<file path="src/rtl/wave_seq_pkg.sv">
package wave_seq_pkg;

  typedef enum logic {
    PH_START = 1'b0,
    PH_LOOP  = 1'b1
  } seq_phase_e;

  localparam int unsigned NUM_LINES = 2;

endpackage

</file>
<file path="src/rtl/wave_rst_sync.sv">
module wave_rst_sync #(
  parameter int unsigned STAGES = 2
) (
  input  logic clk_i,
  input  logic rst_ni,
  output logic rst_sync_no
);

  logic [STAGES-1:0] chain_q;

  always_ff @(posedge clk_i or negedge rst_ni) begin
    if (!rst_ni) begin
      chain_q <= '0;
    end else begin
      chain_q <= {chain_q[STAGES-2:0], 1'b1};
    end
  end

  assign rst_sync_no = chain_q[STAGES-1];

endmodule

</file>
<file path="src/rtl/wave_step_div.sv">
module wave_step_div #(
  parameter int unsigned STEP_CLKS = 32
) (
  input  logic clk_i,
  input  logic rst_ni,
  output logic step_o
);

  localparam int unsigned CW = (STEP_CLKS > 1) ? $clog2(STEP_CLKS) : 1;
  localparam logic [CW-1:0] RELOAD = CW'(STEP_CLKS - 1);

  logic [CW-1:0] cnt_q, cnt_d;

  always_comb begin
    step_o = (cnt_q == '0);
    cnt_d  = step_o ? RELOAD : cnt_q - 1'b1;
  end

  always_ff @(posedge clk_i or negedge rst_ni) begin
    if (!rst_ni) cnt_q <= '0;
    else         cnt_q <= cnt_d;
  end

  // after a step the divider counts a full period before the next one
  a_r2_period_reload: assert property (@(posedge clk_i) disable iff (!rst_ni)
    step_o |=> (cnt_q == RELOAD));

  a_r2_no_early_step: assert property (@(posedge clk_i) disable iff (!rst_ni)
    (cnt_q > 1) |=> !step_o);

endmodule

</file>
<file path="src/rtl/wave_bit_index.sv">
module wave_bit_index
  import wave_seq_pkg::*;
#(
  parameter int unsigned PAT_W = 32,
  localparam int unsigned IW = (PAT_W > 1) ? $clog2(PAT_W) : 1
) (
  input  logic          clk_i,
  input  logic          rst_ni,
  input  logic          step_i,
  output logic [IW-1:0] idx_o,
  output seq_phase_e    phase_o
);

  localparam logic [IW-1:0] LAST = IW'(PAT_W - 1);

  logic [IW-1:0] idx_q, idx_d;
  seq_phase_e    phase_q, phase_d;
  logic          at_last;

  always_comb begin
    at_last = (idx_q == LAST);
    idx_d   = idx_q;
    phase_d = phase_q;
    if (step_i) begin
      idx_d = at_last ? '0 : idx_q + 1'b1;
      if (at_last) phase_d = PH_LOOP;
    end
  end

  always_ff @(posedge clk_i or negedge rst_ni) begin
    if (!rst_ni) begin
      idx_q   <= '0;
      phase_q <= PH_START;
    end else begin
      idx_q   <= idx_d;
      phase_q <= phase_d;
    end
  end

  assign idx_o   = idx_q;
  assign phase_o = phase_q;

  // index wraps to bit 0 after the last bit
  a_r9_index_wrap: assert property (@(posedge clk_i) disable iff (!rst_ni)
    (step_i && idx_q == LAST) |=> (idx_q == '0));

  // loop phase is sticky until reset
  a_r8_phase_sticky: assert property (@(posedge clk_i) disable iff (!rst_ni)
    (phase_q == PH_LOOP) |=> (phase_q == PH_LOOP));

  // the last startup bit hands over straight to the loop phase
  a_r6_switch: assert property (@(posedge clk_i) disable iff (!rst_ni)
    (step_i && idx_q == LAST && phase_q == PH_START) |=> (phase_q == PH_LOOP));

  // index is frozen between steps
  a_r4_idx_hold: assert property (@(posedge clk_i) disable iff (!rst_ni)
    !step_i |=> $stable(idx_q));

endmodule

</file>
<file path="src/rtl/wave_line_out.sv">
module wave_line_out
  import wave_seq_pkg::*;
#(
  parameter int unsigned PAT_W = 32,
  parameter logic [PAT_W-1:0] START_PAT = '0,
  parameter logic [PAT_W-1:0] LOOP_PAT  = '0,
  localparam int unsigned IW = (PAT_W > 1) ? $clog2(PAT_W) : 1
) (
  input  logic          clk_i,
  input  logic          rst_ni,
  input  logic          step_i,
  input  logic [IW-1:0] idx_i,
  input  seq_phase_e    phase_i,
  output logic          bit_o
);

  logic bit_q, bit_d, sel_bit;

  always_comb begin
    sel_bit = (phase_i == PH_START) ? START_PAT[idx_i] : LOOP_PAT[idx_i];
    bit_d   = step_i ? sel_bit : bit_q;
  end

  always_ff @(posedge clk_i or negedge rst_ni) begin
    if (!rst_ni) bit_q <= 1'b0;
    else         bit_q <= bit_d;
  end

  assign bit_o = bit_q;

  // line holds between steps
  a_r2_line_hold: assert property (@(posedge clk_i) disable iff (!rst_ni)
    !step_i |=> $stable(bit_q));

endmodule

</file>
<file path="src/rtl/wave_preamble_seq.sv">
module wave_preamble_seq
  import wave_seq_pkg::*;
#(
  parameter int unsigned PAT_W       = 32,
  parameter int unsigned STEP_CLKS   = 32,
  parameter int unsigned SYNC_STAGES = 2,
  parameter logic [PAT_W-1:0] PRE_L0  = 32'hFFE7_9F1F,
  parameter logic [PAT_W-1:0] PRE_L1  = 32'hFFE7_801F,
  parameter logic [PAT_W-1:0] LOOP_L0 = 32'h0FFF_FFFF,
  parameter logic [PAT_W-1:0] LOOP_L1 = 32'h0E0F_FFFF
) (
  input  logic       clk_i,
  input  logic       rst_ni,
  output logic [1:0] lines_o
);

  localparam int unsigned IW = (PAT_W > 1) ? $clog2(PAT_W) : 1;
  localparam logic [NUM_LINES-1:0][PAT_W-1:0] START_TBL = {PRE_L1, PRE_L0};
  localparam logic [NUM_LINES-1:0][PAT_W-1:0] LOOP_TBL  = {LOOP_L1, LOOP_L0};

  logic          rst_int_n;
  logic          step;
  logic [IW-1:0] idx;
  seq_phase_e    phase;

  wave_rst_sync #(.STAGES(SYNC_STAGES)) u_rst_sync (
    .clk_i       (clk_i),
    .rst_ni      (rst_ni),
    .rst_sync_no (rst_int_n)
  );

  wave_step_div #(.STEP_CLKS(STEP_CLKS)) u_div (
    .clk_i  (clk_i),
    .rst_ni (rst_int_n),
    .step_o (step)
  );

  wave_bit_index #(.PAT_W(PAT_W)) u_index (
    .clk_i   (clk_i),
    .rst_ni  (rst_int_n),
    .step_i  (step),
    .idx_o   (idx),
    .phase_o (phase)
  );

  for (genvar g = 0; g < NUM_LINES; g++) begin : g_line
    wave_line_out #(
      .PAT_W     (PAT_W),
      .START_PAT (START_TBL[g]),
      .LOOP_PAT  (LOOP_TBL[g])
    ) u_line (
      .clk_i   (clk_i),
      .rst_ni  (rst_int_n),
      .step_i  (step),
      .idx_i   (idx),
      .phase_i (phase),
      .bit_o   (lines_o[g])
    );
  end

  // the first step after release is taken in the startup phase at bit 0
  a_r3_first_step: assert property (@(posedge clk_i) disable iff (!rst_int_n)
    ($rose(rst_int_n) && step) |-> (phase == PH_START && idx == '0));

endmodule

</file>
<file path="config.mk">
export PLATFORM = sky130hd
export DESIGN_NAME = wave_preamble_seq
export DESIGN_NICKNAME = d
export VERILOG_FILES = /design/src/rtl/wave_seq_pkg.sv /design/src/rtl/wave_rst_sync.sv /design/src/rtl/wave_step_div.sv /design/src/rtl/wave_bit_index.sv /design/src/rtl/wave_line_out.sv /design/src/rtl/wave_preamble_seq.sv
export SDC_FILE = /design/constraint.sdc
export NUM_CORES = 1
export LEC_CHECK = 0
export BUFFER_PORTS_ARGS = -buffer_cell sky130_fd_sc_hd__buf_2
export CAP_MARGIN = 25
export CORE_AREA = 2 2 43 45
export DETAILED_ROUTE_END_ITERATION = 6
export DIE_AREA = 0 0 45 47
export SLEW_MARGIN = 20
export SYNTH_ARGS = -nofsm -noshare
export SYNTH_HDL_FRONTEND = slang
export SYNTH_SLANG_ARGS = --single-unit
export TNS_END_PERCENT = 50
</file>
<file path="constraint.sdc">
create_clock -name clk_i -period 1.7 [get_ports clk_i]
set_clock_uncertainty 0.05 [all_clocks]
set_input_delay 0.425 -clock clk_i [delete_from_list [all_inputs] [get_ports clk_i]]
set_output_delay 0.425 -clock clk_i [all_outputs]
set_load 0.01 [all_outputs]
</file>
==> results.json, run 1 <==
{
  "grt_use_met1_pct": 15.74,
  "firstDrtPassIters": 4,
  "h-tree-depth": 1,
  "yosysMostFrequentCell": "dfrtp_1",
  "cts_buffers": 3,
  "grtUsageMet2_pct": 22.57,
  "place_ws_ns": 0.1323,
  "synth_ff_type": "dfrtp_1",
  "initial_core_util_pct": 47.42,
  "post-route-period-util_pct": 91.96,
  "outcome": "completed",
  "die_w_um": 45,
  "antenna_found_initial": 0,
  "via_count": 510,
  "synth_area_um2": 783.3,
  "grt-busiest-layer": "met2",
  "fp.dieH_um": 47,
  "drive_gt1_share_pct": 20.25,
  "overflow": 0,
  "rrSetupSlack_ns": 0.14,
  "insertedDiodeCount": 0,
  "p_per_area_mw_per_mm2": 670.9,
  "layout_setup_ws_ns": 0.1367,
  "vias_per_cell": 5.313,
  "p_switching_mw": 0.1215,
  "r2r_end": "u_index.idx_o[3]",
  "cts_tree": "built",
  "power.share.switching_pct": 21.31,
  "synth.top_cells.by_area": "dfrtp_1, ha_1, nand2_1",
  "dp_hpwl_um": 826.1,
  "hold_class": "reg -> async",
  "area_growth_pct": 8.467,
  "synth_nets": 82,
  "p_leak_nw": 0.3986,
  "die-area_mm2": 0.002115,
  "place_congestion": 0.7592,
  "path_clk_slew_ns": 0.09,
  "portBuffers": 3,
  "postCtsSetupBuffers": 0,
  "ir_drop_v": 0.0006363,
  "relSlewSlack_pct": 66.35,
  "rows": 15,
  "cts_max_path_buffers": 2,
  "grt_pass1_wl_um": 1994,
  "cts-root-buf": "clkbuf_4",
  "synthArstFlopShare_pct": 100.0,
  "worstPathRequired_ns": 1.88,
  "tightest_slew_ns": 0.5047,
  "grt_pass1_vias": 471,
  "drc_errors": 0,
  "timing.critical_path.to": "u_index.idx_o[3]",
  "ys_ff_latch": 15,
  "wire_per_inst_um": 11.56,
  "wirelength_um": 1110,
  "synth_edf_count": 0,
  "fmax_mhz": 639.7,
  "core_area_mm2": 0.001652,
  "r2r_start": "u_index.idx_o[0]",
  "synth_top_area_cell": "dfrtp_1",
  "grt_use_total_pct": 13.87,
  "clkSinkCount": 15,
  "cap_violations": 0,
  "drv_slew": 0,
  "boundaryPins": 4,
  "synth_top_area_share_pct": 47.92,
  "avgSynthCellArea_um2": 10.58,
  "period_minus_slack_ns": 1.563,
  "met3_usage_pct": 5.769,
  "critPathArrivalTime_ns": 1.74,
  "ys_seq_area_share_pct": 47.92,
  "drtIter0Drc": 5,
  "end_kind": "flop",
  "synth_cells": 74,
  "yosysUniqueCellTypes": 33,
  "worstSetupStartpointType": "flop",
  "fin_tns_setup_ns": 0,
  "cp-startpoint": "u_index.idx_o[0]",
  "reg2reg_depth": 5,
  "final_antenna_net_count": 0,
  "path_max_fanout": 6,
  "grt_max_degree": 14,
  "power.internal_mw": 0.4485,
  "hold_viol_final": 0,
  "clk_latency_ns": 0.29,
  "rsz0062_at_grt": "false",
  "seq_power_share_pct": 64.0,
  "power_frac_clock_pct": 35.4,
  "yosys_warnings": 0,
  "p_comb_share_pct": 0.6,
  "critical_path_class": "reg -> reg",
  "fin_nets": 88,
  "synthTopCellsByCount": "dfrtp_1, nand2_1, inv_1, ha_1",
  "setup_violations": 0
}
==> registers in the layout, summed over array words and instances (netlist names) <==
signal               flops
g_line.u_line.bit_o      2
u_div.cnt_q              5
u_index.idx_o            5
u_index.phase_o          1
u_rst_sync.chain_q       2
==> area by class of cell <==
cell class | instances | area, um^2
flip-flops and latches | 15 | 375.4
multi-input cells | 46 | 355.3
fillers | 155 | 802.0
inverters | 8 | 30.03
repair buffers | 6 | 40.04
clock buffers | 3 | 22.52
well taps | 17 | 21.27
clock inverters | 1 | 5.005
==> kinds of logic (layout without fill, tap and decap cells) <==
kind of cell | after synthesis | count (layout) | synth area share, %
AO/OA/AOI/OAI | 11 | 11 | 10.38
XOR/XNOR | 2 | 2 | 2.237
adder cells (fa/ha/maj) | 6 | 6 | 9.584
buffers and inverters | 13 | 18 | 8.466
flip-flops | 15 | 15 | 47.92
multiplexers | 4 | 4 | 5.431
other | 1 | 1 | 0.4788
AND/OR/NAND/NOR | 22 | 22 | 15.50
==> placed cells by master (no fill, tap or decap), drive strengths merged <==
cell type     n
buf           5
clkinv        1
a311o         1
and3          1
mux2          2
nor3          2
nor2          2
nand3b        1
o31ai         1
conb          1
a221oi        1
nor4b         1
and2          1
o21ai         2
nand4         1
mux2i         2
nor4          1
dfrtp        15
clkbuf        3
o41ai         1
o21a          1
o21bai        1
o32ai         1
nand3         1
a21oi         1
inv           8
xor2          1
nand2        11
a21o          1
dlygate4sd3   1
xnor2         1
ha            6
==> repair_timing <==
item                       in CTS  in global routing
setup endpoints to repair       0                  2
hold buffers                    1                  0
hold endpoints to repair        2                  0
gates resized for setup         0                  2
==> critical path, stage by stage (launching register included) <==
cell,delay [ns]
dfrtp_1,0.44
ha_1,0.23
and3_2,0.17
ha_1,0.21
nor4_2,0.26
a311o_1,0.14
==> power groups by stage <==
stage          Combinational [mW]  Clock [mW]  Sequential (mW)
3_3_place_gp              0.00184           0            0.372
6_report                  0.00347       0.202            0.365
2_1_floorplan            0.000191           0            0.371
3_5_place_dp              0.00187           0            0.373
4_1_cts                   0.00357       0.214            0.366
5_1_grt                   0.00396       0.230            0.366
==> per-stage QoR <==
stage / area [um^2] / total power, mW / util, % / std cells / hold WS, ns
4_1_cts: 835.8 / 0.5832 / 50.61 / 96 / 0.1938
6_report: 849.6 / 0.5700 / 51.44 / 96 / 0.1597
3_3_place_gp: 798.3 / 0.3742 / 48.33 / 91 / 0.1612
3_5_place_dp: 798.3 / 0.3745 / 48.33 / 91 / 0.1620
5_1_grt: 849.6 / 0.6003 / 51.44 / 96 / 0.2262
2_1_floorplan: 783.3 / 0.3708 / - / 74 / 0.07941
==> how the worst min path moves through the flow <==
stage	startpoint	end	slack, ns	cells past startpoint
final	u_rst_sync.chain_q[1]	u_index.idx_o[4]	0.16	0
after floorplan	rst_ni	u_rst_sync.chain_q[0]	0.08	0
after global routing	u_rst_sync.chain_q[1]	u_index.idx_o[4]	0.23	0
after global placement	rst_ni	u_rst_sync.chain_q[0]	0.16	1
after detailed placement	rst_ni	u_rst_sync.chain_q[1]	0.16	1
after CTS	u_rst_sync.chain_q[1]	u_index.idx_o[4]	0.19	0
==> routing by layer <==
layer,wire length (um),part of all wire (%),vias up
met2,511,46,8
li1,-,-,259
met3,44,4.0,4
met1,535,48,239
met4,17,1.5,0
met5,0,0,-
(Power assumes the default switching activity.)
==> inputs of run 2 (changes only) <==
--- a/config.mk
+++ b/config.mk
@@ -5,7 +5,7 @@
 export SDC_FILE = /design/constraint.sdc
 export NUM_CORES = 1
 export LEC_CHECK = 0
-export BUFFER_PORTS_ARGS = -buffer_cell sky130_fd_sc_hd__buf_2
+export BUFFER_PORTS_ARGS = -buffer_cell sky130_fd_sc_hd__clkbuf_2
 export CAP_MARGIN = 25
 export CORE_AREA = 2 2 43 45
 export DETAILED_ROUTE_END_ITERATION = 6
==> run 2 against run 1 <==
Net effect:
- total power fell by 1.2%
- final cell count did not move
- non-clock buffer count did not move
- final area fell by 0.74%
- first-iteration DRC count rose by 60%
- global-route usage fell by 0.41 points
- worst setup slack got worse by 0.032 ns
- register-to-register slack got worse by 0.03 ns
- highest routed layer unchanged
- count of clock-buffer cells in the layout did not move
- fmax fell by 2.0%
- critical path depth did not move
- largest cell class unchanged
==> results.json, run 2 (synthesis results as in run 1) <==
{
  "outcome": "completed",
  "cap_violations": 0,
  "rows": 15,
  "dp_hpwl_um": 832.9,
  "power.internal_mw": 0.4483,
  "period_minus_slack_ns": 1.595,
  "p_switching_mw": 0.1149,
  "path_clk_slew_ns": 0.08,
  "relSlewSlack_pct": 65.51,
  "highest_layer": "met4",
  "final_antenna_net_count": 0,
  "critical_path_class": "reg -> reg",
  "post-route-period-util_pct": 93.85,
  "clk_latency_ns": 0.28,
  "cts_buffers": 3,
  "fillers": 155,
  "fin_tns_setup_ns": 0,
  "grt_pass1_vias": 460,
  "hold_class": "reg -> async",
  "antenna_found_initial": 0,
  "critPathArrivalTime_ns": 1.77,
  "fin_nets": 88,
  "p_leak_nw": 0.4014,
  "drv_slew": 0,
  "insertedDiodeCount": 0,
  "area_growth_pct": 7.668,
  "wirelength_um": 1115,
  "rsz0062_at_grt": "false",
  "dp_cells": 91,
  "worstSetupStartpointType": "flop",
  "hold_viol_final": 0,
  "r2r_start": "u_index.idx_o[0]",
  "final_cell_mix": "dfrtp_1, nand2_1, inv_1, ha_1",
  "tightest_slew_ns": 0.5173,
  "end_kind": "flop",
  "dr_wl_met2_um": 486,
  "drc_errors": 0,
  "fp.dieH_um": 47,
  "power.share.switching_pct": 20.40,
  "final_core_util_pct": 51.06,
  "overflow": 0,
  "clkSinkCount": 15,
  "power_frac_clock_pct": 34.6,
  "grt_use_total_pct": 13.46,
  "drive_gt1_share_pct": 18.99,
  "via_count": 486,
  "portBuffers": 3,
  "p_comb_share_pct": 0.6,
  "place_congestion": 0.7631,
  "cts-root-buf": "clkbuf_4",
  "p_per_area_mw_per_mm2": 667.7,
  "grt_max_degree": 14,
  "seq_power_share_pct": 64.8,
  "boundaryPins": 4,
  "vias_per_cell": 5.063,
  "core_area_mm2": 0.001652,
  "final_cells": 96,
  "cts_max_path_buffers": 2,
  "ir_drop_v": 0.0006378,
  "final_common_cell": "dfrtp_1",
  "wl_met1_um": 581,
  "power.total_mw": 0.5631,
  "setup_violations": 0,
  "area.sequential_um2": 375.4,
  "cts_tree": "built",
  "r2r_end": "u_index.idx_o[3]",
  "die-area_mm2": 0.002115,
  "h-tree-depth": 1,
  "initial_core_util_pct": 47.42,
  "path_max_fanout": 6,
  "drtIter0Drc": 8,
  "die_w_um": 45,
  "dr_wl_met3_um": 41,
  "reg2reg_depth": 5,
  "fmax_mhz": 626.8,
  "firstDrtPassIters": 3,
  "multi_input_area_um2": 349.1,
  "worstPathRequired_ns": 1.87,
  "rrSetupSlack_ns": 0.10,
  "grt_pass1_wl_um": 1973,
  "wire_per_inst_um": 11.61
}
==> run 2: cell count changes in the layout (fill, tap and decap cells not counted), sizes merged <==
cell / delta
buf: -3
clkbuf: +3
==> run 2: worst max-delay path: stages (launching register included) <==
cell and delay (ns):
dfrtp_1 0.44, ha_1 0.23, and3_2 0.17, ha_1 0.21, nor4_1 0.29, a311o_1 0.15
==> run 2: worst max path at each step <==
stage / slack, ns / start / endpoint
floorplan: 0.21 / u_index.idx_o[0] / u_index.idx_o[3]
global placement: 0.14 / u_index.idx_o[0] / g_line[1].u_line.bit_o
detailed placement: 0.12 / u_index.idx_o[0] / g_line[1].u_line.bit_o
CTS: 0.10 / u_index.idx_o[0] / g_line[1].u_line.bit_o
global route: 0.02 / u_index.idx_o[0] / u_index.idx_o[3]
finish: 0.10 / u_index.idx_o[0] / u_index.idx_o[3]
==> run 2: final cells by class <==
type / count / share of cell area [%]
Sequential cell: 15 / 44.51
Tap cell: 17 / 2.522
Clock buffer: 3 / 2.671
Timing Repair Buffer: 6 / 4.748
Multi-Input combinational cell: 46 / 41.39
Inverter: 8 / 3.561
Clock inverter: 1 / 0.5935
==> run 2: power by group through the flow <==
stage / clock (mW) / combinational (mW) / sequential [mW]
6_report: 0.195 / 0.00357 / 0.365
3_5_place_dp: 0 / 0.00183 / 0.372
3_3_place_gp: 0 / 0.00184 / 0.372
4_1_cts: 0.206 / 0.00364 / 0.365
2_1_floorplan: 0 / 0.000191 / 0.371
5_1_grt: 0.218 / 0.00401 / 0.366
==> run 2: layer usage <==
metal  vias up  global-route usage (%)
li1        256                       -
met1       220                   16.95
met2         8                   21.43
met3         2                   5.769
met4         0                   3.529
met5         -                       0
==> run 2: through the flow <==
stage | hold slack (ns) | cell area [um^2] | worst slack, ns
2_1_floorplan | 0.07941 | 783.3 | 0.2091
3_3_place_gp | 0.1621 | 798.3 | 0.1408
3_5_place_dp | 0.1619 | 798.3 | 0.1201
4_1_cts | 0.1881 | 835.8 | 0.1024
5_1_grt | 0.2182 | 843.3 | 0.01798
6_report | 0.1647 | 843.3 | 0.1046
==> run 2: what timing repair did <==
action,CTS,global route
buffers inserted,0,0
endpoints found under the hold margin,2,0
hold buffers,1,0
endpoints found under the setup margin,0,1
resized for setup,0,1
==> inputs of run 3 (changes only) <==
--- a/config.mk
+++ b/config.mk
@@ -10,6 +10,7 @@
 export CORE_AREA = 2 2 43 45
 export DETAILED_ROUTE_END_ITERATION = 6
 export DIE_AREA = 0 0 45 47
+export PLACE_DENSITY = 0.75
 export SLEW_MARGIN = 20
 export SYNTH_ARGS = -nofsm -noshare
 export SYNTH_HDL_FRONTEND = slang
==> run 3 against run 2 <==
Net effect:
- critical path depth did not move
- register-to-register slack got worse by 0.02 ns
- sequential share of layout area grew 0.47 points
- via count grew 6.4%
- final area fell by 1.0%
- global-route usage increased by 1.1 points
- die area stayed put
- clock power increased by 4%
- critical endpoint unchanged
==> results.json, run 3 (synthesis results as in run 1) <==
{
  "outcome": "completed",
  "grt_max_degree": 14,
  "cap_violations": 0,
  "post-route-period-util_pct": 94.85,
  "grt_use_total_pct": 14.52,
  "boundaryPins": 4,
  "antenna_found_initial": 0,
  "cts-root-buf": "clkbuf_4",
  "hold_class": "reg -> async",
  "die-area_mm2": 0.002115,
  "path_cells": "ha_1, and3_2, ha_1, nor4_1, a311o_1",
  "fmax_mhz": 620.2,
  "cp_top_family": "simple AND/OR/NAND/NOR gates",
  "cts_tree": "built",
  "final_antenna_net_count": 0,
  "drc_errors": 0,
  "h-tree-depth": 1,
  "p_leak_nw": 0.3958,
  "final_cell_mix": "dfrtp_1, nand2_1, inv_1, ha_1",
  "clkSinkCount": 15,
  "grt_pass1_wl_um": 2090,
  "overflow": 0,
  "initial_core_util_pct": 47.42,
  "final_core_util_pct": 50.53,
  "core_area_mm2": 0.001652,
  "drv_slew": 0,
  "insertedDiodeCount": 0,
  "ir_drop_v": 0.0004009,
  "hold_viol_final": 0,
  "crit_top_cell": "ha_1",
  "layout_setup_ws_ns": 0.08762,
  "die_w_um": 45,
  "cts_buffers": 3,
  "crit_slowest_cell": "dfrtp_1",
  "place_congestion": 0.7794,
  "critPathBufInv": 0,
  "clk_latency_ns": 0.28,
  "drtIter0Drc": 8,
  "grt_pass1_vias": 490,
  "wirelength_um": 1187,
  "final_cells": 96,
  "postCtsSetupBuffers": 0,
  "worstPathRequired_ns": 1.87,
  "reg2reg_depth": 5,
  "slowest_delay_ns": 0.44,
  "setup_violations": 0,
  "fillers": 151,
  "tightest_slew_ns": 0.5009,
  "area.sequential_um2": 375.4,
  "power.total_mw": 0.5709,
  "path_max_fanout": 6,
  "fp.dieH_um": 47,
  "rsz0062_at_grt": "false",
  "multi_input_area_um2": 341.6,
  "worstSetupStartpointType": "flop",
  "firstDrtPassIters": 4,
  "final_common_cell": "dfrtp_1",
  "portBuffers": 3,
  "relSlewSlack_pct": 66.61,
  "cts_max_path_buffers": 2,
  "fin_nets": 88,
  "vias_per_cell": 5.385,
  "fin_tns_setup_ns": 0,
  "critPathArrivalTime_ns": 1.79,
  "place_ws_ns": 0.1015,
  "via_count": 517,
  "wire_per_inst_um": 12.36,
  "critical_path_class": "reg -> reg",
  "period_minus_slack_ns": 1.612,
  "p_per_area_mw_per_mm2": 684.1,
  "area_growth_pct": 6.549,
  "drive_gt1_share_pct": 16.46,
  "path_clk_slew_ns": 0.08,
  "end_kind": "flop",
  "cp.depth": 5,
  "rrSetupSlack_ns": 0.09,
  "dp_cells": 91,
  "rows": 15,
  "dp_hpwl_um": 888.7
}
run 3: changes by cell type in the layout (fill, tap and decap cells not counted):
| cell | previous run | this run |
|---|---|---|
| clkbuf_1 | 0 | 1 |
| clkinv_2 | 1 | 0 |
| o32ai_1 | 0 | 1 |
| o32ai_2 | 1 | 0 |
run 3: path summary, 6_finish.rpt:
check / from / endpoint
max in group asynchronous: rst_ni / u_rst_sync.chain_q[0]
min: u_rst_sync.chain_q[1] / u_index.idx_o[3]
max: u_index.idx_o[0] / u_index.idx_o[3]
min in group clk_i: u_rst_sync.chain_q[0] / u_rst_sync.chain_q[1]
min reg2reg: u_rst_sync.chain_q[1] / u_index.idx_o[3]
max reg2reg: u_index.idx_o[0] / u_index.idx_o[3]
run 3: report_power, final:
part           internal, mW  switching [mW]  total, mW  leakage, nW
Clock                0.0912           0.111      0.203       0.0150
Combinational       0.00230         0.00133    0.00363        0.194
Sequential            0.359         0.00582      0.365        0.187
run 3: worst register-to-register path, cell delays in order (launching register included):
cell and delay (ns):
dfrtp_1 0.44, ha_1 0.24, and3_2 0.18, ha_1 0.21, nor4_1 0.28, a311o_1 0.16
run 3: cell type report:
cell class                      count  area share [%]
Tap cell                           17           2.549
Clock buffer                        4           3.148
Sequential cell                    15           44.98
Multi-Input combinational cell     46           40.93
Inverter                            8           3.598
Timing Repair Buffer                6           4.798
run 3: routing by layer:
| layer | part of all wire [%] | track usage, % | routed length, um |
|---|---|---|---|
| met1 | 46 | 17.24 | 543 |
| met2 | 49 | 23.14 | 578 |
| met3 | 4.0 | 4.615 | 48 |
| met4 | 1.4 | 8.824 | 17 |
| met5 | 0 | 0 | 0 |
run 3: what timing repair did:
item	CTS	global route
endpoints found under the hold margin	2	0
gates resized for setup	0	0
hold buffers	1	0
run 3: metrics by stage:
| step | hold slack (ns) | cell area, um^2 |
|---|---|---|
| 3_3_place_gp | 0.1605 | 798.3 |
| 5_1_grt | 0.2150 | 834.6 |
| 3_5_place_dp | 0.1640 | 798.3 |
| 2_1_floorplan | 0.07941 | 783.3 |
| 6_report | 0.1577 | 834.6 |
| 4_1_cts | 0.1833 | 834.6 |
